===== config.mk =====
export PLATFORM = sky130hd
export DESIGN_NAME = mcu_alu
export DESIGN_NICKNAME = d
export VERILOG_FILES = /design/src/rtl/mcu_alu_pkg.sv /design/src/rtl/alu_arith_unit.sv /design/src/rtl/alu_bit_unit.sv /design/src/rtl/alu_scan_unit.sv /design/src/rtl/mcu_alu.sv
export SDC_FILE = /design/constraint.sdc
export NUM_CORES = 1
export LEC_CHECK = 0
export ABC_AREA = 1
export BUFFER_PORTS_ARGS = -buffer_cell sky130_fd_sc_hd__buf_2
export CAP_MARGIN = 20
export CORE_MARGIN = 4
export CORE_UTILIZATION = 45
export DETAILED_ROUTE_END_ITERATION = 6
export MAX_ROUTING_LAYER = met4
export PLACE_DENSITY = 0.7
export SLEW_MARGIN = 0
export SYNTH_ARGS = -nofsm -noshare
export SYNTH_HDL_FRONTEND = slang
export SYNTH_HIERARCHICAL = 1
export SYNTH_SLANG_ARGS = --single-unit

===== constraint.sdc =====
create_clock -name clk -period 13.3 [get_ports clk]
set_clock_uncertainty 0.2 [all_clocks]
set_input_delay 0.665 -clock clk [delete_from_list [all_inputs] [get_ports clk]]
set_output_delay 0.665 -clock clk [all_outputs]
set_load 0.03 [all_outputs]

===== src/rtl/mcu_alu_pkg.sv =====
package mcu_alu_pkg;

    localparam int OP_W = 5;

    typedef enum logic [OP_W-1:0] {
        OP_ADD    = 5'd0,
        OP_ADDHI  = 5'd1,
        OP_SUB    = 5'd2,
        OP_SUBHI  = 5'd3,
        OP_AND    = 5'd4,
        OP_OR     = 5'd5,
        OP_XOR    = 5'd6,
        OP_NOT    = 5'd7,
        OP_SHL    = 5'd8,
        OP_SHRL   = 5'd9,
        OP_SHRA   = 5'd10,
        OP_ROTL   = 5'd11,
        OP_MUL8   = 5'd12,
        OP_MINU   = 5'd13,
        OP_MAXU   = 5'd14,
        OP_CMP3   = 5'd15,
        OP_BCLR   = 5'd16,
        OP_TOPBIT = 5'd17,
        OP_PUTBIT = 5'd18
    } alu_op_e;

    // Coded outcomes of the three-way compare
    localparam logic [7:0] CMP_CODE_GT = 8'h00;
    localparam logic [7:0] CMP_CODE_EQ = 8'h2B;
    localparam logic [7:0] CMP_CODE_LT = 8'h1E;

endpackage


===== src/rtl/alu_arith_unit.sv =====
// Add/subtract with carry chaining, multiply, min/max and compare.
module alu_arith_unit
    import mcu_alu_pkg::*;
#(
    parameter int W = 32
) (
    input  alu_op_e        op,
    input  logic [W-1:0]   a,
    input  logic [W-1:0]   b,
    input  logic [W-1:0]   carry_q,
    output logic [W-1:0]   res,
    output logic [W-1:0]   carry_d,
    output logic           carry_we,
    output logic           hit
);
    localparam int MW = 8;
    localparam int PW = 2 * MW;

    logic [W:0]    sum_ext;
    logic [W:0]    dif_ext;
    logic [PW-1:0] prod;
    logic          a_lt_b;
    logic          a_eq_b;

    always_comb begin
        sum_ext = {1'b0, a} + {1'b0, b};
        dif_ext = {1'b0, a} - {1'b0, b};
        prod    = {{MW{1'b0}}, a[MW-1:0]} * {{MW{1'b0}}, b[MW-1:0]};
        a_lt_b  = a < b;
        a_eq_b  = a == b;
    end

    always_comb begin
        res      = '0;
        carry_d  = carry_q;
        carry_we = 1'b0;
        hit      = 1'b1;
        case (op)
            OP_ADD: begin
                res      = sum_ext[W-1:0];
                carry_d  = {{(W-1){1'b0}}, sum_ext[W]};
                carry_we = 1'b1;
            end
            OP_ADDHI: res = a + b + carry_q;
            OP_SUB: begin
                res      = dif_ext[W-1:0];
                carry_d  = {W{dif_ext[W]}};
                carry_we = 1'b1;
            end
            OP_SUBHI: res = a - b + carry_q;
            OP_MUL8:  res = {{(W-PW){1'b0}}, prod};
            OP_MINU:  res = a_lt_b ? a : b;
            OP_MAXU:  res = a_lt_b ? b : a;
            OP_CMP3: begin
                if (a_eq_b)      res = {{(W-8){1'b0}}, CMP_CODE_EQ};
                else if (a_lt_b) res = {{(W-8){1'b0}}, CMP_CODE_LT};
                else             res = {{(W-8){1'b0}}, CMP_CODE_GT};
            end
            default: hit = 1'b0;
        endcase
    end
endmodule


===== src/rtl/alu_bit_unit.sv =====
// Bitwise logic, shifts, rotate, bit-clear and packed single-bit write.
module alu_bit_unit
    import mcu_alu_pkg::*;
#(
    parameter int W = 32
) (
    input  alu_op_e        op,
    input  logic [W-1:0]   a,
    input  logic [W-1:0]   b,
    output logic [W-1:0]   res,
    output logic           hit
);
    localparam int SHW = $clog2(W);

    logic [SHW-1:0] amt;
    logic [SHW-1:0] put_idx;
    logic [W-1:0]   put_mask;
    logic [2*W-1:0] rot_dbl;

    always_comb begin
        amt      = b[SHW-1:0];
        put_idx  = b[SHW:1];
        put_mask = {{(W-1){1'b0}}, 1'b1} << put_idx;
        rot_dbl  = {a, a} << amt;
    end

    always_comb begin
        res = '0;
        hit = 1'b1;
        case (op)
            OP_AND:    res = a & b;
            OP_OR:     res = a | b;
            OP_XOR:    res = a ^ b;
            OP_NOT:    res = ~a;
            OP_BCLR:   res = a & ~b;
            OP_SHL:    res = a << amt;
            OP_SHRL:   res = a >> amt;
            OP_SHRA:   res = $unsigned($signed(a) >>> amt);
            OP_ROTL:   res = rot_dbl[2*W-1:W];
            OP_PUTBIT: res = (a & ~put_mask) | ({W{b[0]}} & put_mask);
            default:   hit = 1'b0;
        endcase
    end
endmodule


===== src/rtl/alu_scan_unit.sv =====
// Index of the highest set bit of the second operand.
module alu_scan_unit
    import mcu_alu_pkg::*;
#(
    parameter int W = 32
) (
    input  alu_op_e        op,
    input  logic [W-1:0]   b,
    output logic [W-1:0]   res,
    output logic           hit
);
    localparam int SHW = $clog2(W);

    logic [SHW-1:0] top_idx;

    always_comb begin
        top_idx = '0;
        for (int i = 0; i < W; i++) begin
            if (b[i]) top_idx = SHW'(i);
        end
    end

    always_comb begin
        hit = (op == OP_TOPBIT);
        res = hit ? {{(W-SHW){1'b0}}, top_idx} : '0;
    end
endmodule


===== src/rtl/mcu_alu.sv =====
module mcu_alu
    import mcu_alu_pkg::*;
#(
    parameter int W = 32
) (
    input  logic                clk,
    input  logic                rst_n,
    input  logic [OP_W-1:0]     op_i,
    input  logic [W-1:0]        a_i,
    input  logic [W-1:0]        b_i,
    output logic [W-1:0]        result_o,
    output logic [W-1:0]        carry_o,
    output logic                illegal_o
);
    alu_op_e      op;
    logic [W-1:0] carry_q;
    logic [W-1:0] carry_d;
    logic         carry_we;
    logic [W-1:0] res_ar, res_bt, res_sc;
    logic         hit_ar, hit_bt, hit_sc;

    assign op = alu_op_e'(op_i);

    alu_arith_unit #(.W(W)) u_arith (
        .op       (op),
        .a        (a_i),
        .b        (b_i),
        .carry_q  (carry_q),
        .res      (res_ar),
        .carry_d  (carry_d),
        .carry_we (carry_we),
        .hit      (hit_ar)
    );

    alu_bit_unit #(.W(W)) u_bit (
        .op  (op),
        .a   (a_i),
        .b   (b_i),
        .res (res_bt),
        .hit (hit_bt)
    );

    alu_scan_unit #(.W(W)) u_scan (
        .op  (op),
        .b   (b_i),
        .res (res_sc),
        .hit (hit_sc)
    );

    // Carry register: the block's only state
    always_ff @(posedge clk or negedge rst_n) begin
        if (!rst_n)        carry_q <= '0;
        else if (carry_we) carry_q <= carry_d;
    end

    // Output selection: units drive zero when not selected
    always_comb begin
        illegal_o = !(hit_ar || hit_bt || hit_sc);
        result_o  = res_ar | res_bt | res_sc;
        carry_o   = carry_q;
    end
endmodule


---- Word-level counts from Yosys, hierarchy flattened ----
Cells that the tools add are included.
storage, ports and cells
  register bits ........................... 32
  input bits .............................. 71
operators by class
  add/subtract/negate cells ............... 6
  multiply operators ...................... 1
  magnitude comparators ................... 1
  equal/unequal tests ..................... 19
  shift-type cells ........................ 5
  mux-type cells .......................... 42
  bitwise operators ....................... 12
  reduce and logical (&&, ||, !) cells .... 9
operator list
  kind                    number
  $pmux W32 S10           1
  $pmux W32 S8            1
  $and A32 B32 Y32        4
  $or A32 B32 Y32         4
  $add A32 B32 Y32        3
  $mux W32                3
  $not A32 Y32            3
  $mux W5                 18
  $pmux W32 S2            1
  $shl A64 B5 Y64         1
  $eq A5 B4 Y1 const B    8
  $add A32 B32 Y33        1
  $sub A32 B32 Y33        1
  $eq A32 B32 Y1          1
  $lt A32 B32 Y1          1
  $mux W4                 8
  $shl A1 B5 Y32 const A  1
  $shl A32 B5 Y32         1
  $shr A32 B5 Y32         1
  $sshr A32 B5 Y32        1
  $sub A32 B32 Y32        1
  $xor A32 B32 Y32        1
  $eq A5 B3 Y1 const B    4
  $mul A8 B8 Y16          1
  other kinds (14)        25

---- Logic depth before layout (Yosys ltp) ----
  depth after elaboration ................. 33
  gate-level depth with buffers ........... 33

---- Hierarchy ----
The synthesis kept the hierarchy.
by module, submodules not included
  module          times used  cells each  area an instance (um^2)  seq. area each (um^2)
  alu_arith_unit  1           3134        16291.9                  0.0
  alu_bit_unit    1           1506        7018.0                   0.0
  mcu_alu         1           236         1667.8                   800.8
  alu_scan_unit   1           133         674.4                    0.0

---- Least setup slack after synthesis ----
OpenSTA, ideal clock, no wires.
  kind .................................... input port to output port
  start point ............................. in b_i[7]
  end point ............................... out result_o[12]
  arrival ................................. 4.613 ns
  required time ........................... 12.435 ns
  slack ................................... 7.822 ns
  stages .................................. 21
  buffers on the path ..................... 1
  cells stage by stage .................... clkbuf_1 > nand2_1 > fa_1 > fa_1 > inv_1 > fa_1 > inv_1 > fa_1 > inv_1 > ha_1 > inv_1 > nor3_1 > nand2_1 > o211ai_1 > a21oi_1 > inv_1 > nand2_1 > nand3_1 > nand4_1 > nor2_1 > nand2_1
between the ends
  cells in the longest elaborated chain, start to end .. 5
RTL lines
  item                                            RTL line              source
  from (decl)                                     mcu_alu.sv:10         input logic [W-1:0] b_i,
  $sub A32 B32 Y32, or another cell as far along  alu_arith_unit.sv:50  OP_SUBHI: res = a - b + carry_q;
  $add A32 B32 Y32, or another cell as far along  alu_arith_unit.sv:50
  $pmux W32 S8 (*)                                alu_arith_unit.sv:38  case (op)
  named net res_ar[12]                            mcu_alu.sv:19         logic [W-1:0] res_ar, res_bt, res_sc;
  $or A32 B32 Y32 (*) (2 in series)               mcu_alu.sv:59         result_o = res_ar | res_bt | res_sc;
  to (decl)                                       mcu_alu.sv:11         output logic [W-1:0] result_o,
Mark *: on every way through the listed nets, which the timed path passes. The rest lies on a longest branch.

---- Worst setup path in the final report ----
  start point ............................. in b_i[3]
  end point ............................... out result_o[15]
Same word-level chain as after synthesis.

==> impl_metrics.yaml <==
status:
  outcome: "complete, no violations"
floorplanning:
  die_area_um2: 60900
  top_level_ports: 136
  core_um2: 56400
  placementRows: 87
  fp.dieW_um: 247
  initial_core_util: 0.455
  die_height_um: 247
place:
  portBuffers: 135
  place_hpwl_mm: 110
  gp_congestion: 1.07
  placed_area_um2: 26500
synthesis:
  synth_seq_cells: 32
  synthFlopType: "dfrtp_1"
  syn_area_um2: 25700
  ys_seq_area_frac: 0.0312
  avgSynthCellArea_um2: 5.12
  synth_compound_area_frac: 0.0777
  synth_cell_type_count: 54
  synth_top_family_by_area: "simple AND/OR/NAND/NOR gates"
  muxShareOfSynthArea: 0
  async_flop_share: 1.00
  synth_edf_count: 0
  yosys.area_share.simple: 0.530
  yosys.area_share.adder: 0.174
  synth_xor_area_frac: 0.00273
  yosysWarnings: 6
  postSynthCellCount: 5009
cells_and_area:
  final_core_util: 0.472
  synthToLayoutAreaGrowth_pct: 3.73
  largest_reg_flops: 32
  drive_above_1_share: 0.0572
  stdcell_area_um2: 26600
  nets: 5368
sta:
  rsz0062_at_grt: "false"
  hold_violations: 0
  whs_ps: 287
  setup_violations: 0
  tightest_slew_ps: 1120
  setup_tns_ps: 0
  drv_slew: 0
  relSlewSlack: 0.248
  fmax_ghz: 0.160
  min_period_over_period: 0.470
  period_needed_ps: 6260
route:
  num_vias: 33000
  routedWlPerCell_um: 23.0
  drc: 0
  ant_nets: 0
  drt_iter0_markers: 4027
  totalWireLength_mm: 132
  firstDrtPassIters: 7
  viasPerCell: 5.72
cts:
  cts_inserted_buffers: 5
  cts_root_buffer: "clkbuf_16"
  ctsHoldBuffers: 0
  post-cts-setup-buffers: 0
  clkLatencyLatePin_ps: 300
  max-clock-path-buffers: 2
  cts_tree: "built"
  cts-resized-gates: 0
  h-tree-depth: 2
  clk_pin_slew_ps: 60
  clock-sinks: 32
min_path:
  hold_path.class: "in2async"
global_routing:
  overflow: 0
  grt_start_max_net_pins: 72
  grt_pass1_vias: 30700
  grt_usage: 0.433
  antenna_found_initial: 2
  grt_pass1_wl_mm: 191
setup_path:
  crit_fanout: 25
  critPathLaunch: "b_i[3]"
  crit_arrival_ps: 5390
  r2r-start: "carry_o[15]"
  ff2ff_path_depth: 4
  start_kind: "primary input"
  cp.required_ps: 12440
  r2r_end: "carry_o[15]"
  end_kind: "primary output"
  r2r_slack_ps: 12050
  path_class: "in2out"
power:
  finalPower_w: 0.00205
  vdd_drop_max_v: 0.0000790
  power_density_nw_per_um2: 77.0
  p_leak_nw: 15.8
run:
  maxCapViolCount: 0
## layer usage
layer  global-route usage  share of wire
met5                    -              0
met4                0.271          0.082
met3               0.0718          0.097
met2                0.678           0.44
met1                0.519           0.38
## through the flow
stage          setup slack, ps  std cells
2_1_floorplan             7820       5035
3_3_place_gp              7170       5749
3_5_place_dp              7100       5749
4_1_cts                   7090       5757
5_1_grt                   6810       5759
6_report                  7040       5759
## cell families (layout without fill, tap and decap cells)
family | Yosys count | in the layout
simple gates | 3168 | 3168
buf+inv | 1140 | 1106
compound gates | 363 | 363
fa+ha+maj | 297 | 297
flops | 32 | 32
xor+xnor | 8 | 8
other cells | 1 | 29
## placed cells by master, fill, tap and decap left out, types with 23 or more instances in the layout
| cell | instances |
|---|---|
| conb_1 | 27 |
| inv_1 | 905 |
| nand3_1 | 803 |
| o211ai_1 | 25 |
| buf_4 | 25 |
| dfrtp_1 | 32 |
| nand2_1 | 1716 |
| nor3_1 | 40 |
| nor2_1 | 405 |
| nand4_1 | 76 |
| nor2_2 | 23 |
| o21ai_0 | 126 |
| ha_1 | 196 |
| fa_1 | 101 |
| a21oi_1 | 154 |
| buf_2 | 135 |
| inv_2 | 24 |
| nand3b_1 | 23 |
## cell usage after synthesis, drive strengths merged (19+ instances only)
cell | instances | share of area
nand2 | 1737 | 0.26
inv | 930 | 0.14
nand3 | 817 | 0.16
nor2 | 439 | 0.069
ha | 196 | 0.096
a21oi | 157 | 0.031
buf | 148 | 0.036
o21ai | 142 | 0.028
fa | 101 | 0.079
nand4 | 76 | 0.019
clkbuf | 54 | 0.0091
nor3 | 42 | 0.0084
dfrtp | 32 | 0.031
o211ai | 26 | 0.0078
nand3b | 23 | 0.0067
o21bai | 19 | 0.0056
## how the worst max path moves through the flow
stage	endpoint
2_1_floorplan	result_o[12]
3_3_place_gp	result_o[15]
3_5_place_dp	result_o[15]
4_1_cts	result_o[15]
5_1_grt	result_o[15]
6_report	result_o[15]
## layout make-up
cell class              instances  area [um2]
flip-flops and latches         32         801
clock inverters                 2        10.0
repair buffers                160         863
multi-input cells            3863       20300
well taps                     756         946
clock buffers                   6         139
diodes                          2        5.00
fillers                      6645       29800
inverters                     938        3570
## worst max-delay path: stages
cell and delay [ps]:
buf_2 550, ha_1 410, fa_1 430, ha_1 280, inv_1 50, fa_1 500, fa_1 550, inv_1 40
ha_1 350, a21oi_1 230, nand2_1 130, nand2_1 80, nand2_1 100, nand2_1 80, nand2_1 70, o21ai_0 320
nand4_1 150, nor2_1 160, nand2_1 60, buf_2 180
## where the power goes
group          switching [W]  total (W)  internal [W]  leakage [nW]
logic                0.00126    0.00179      0.000530          15.3
registers          0.0000145   0.000129      0.000115         0.437
clock network      0.0000535   0.000128     0.0000741        0.0766
Note: power is estimated with default switching activity, not from simulation.
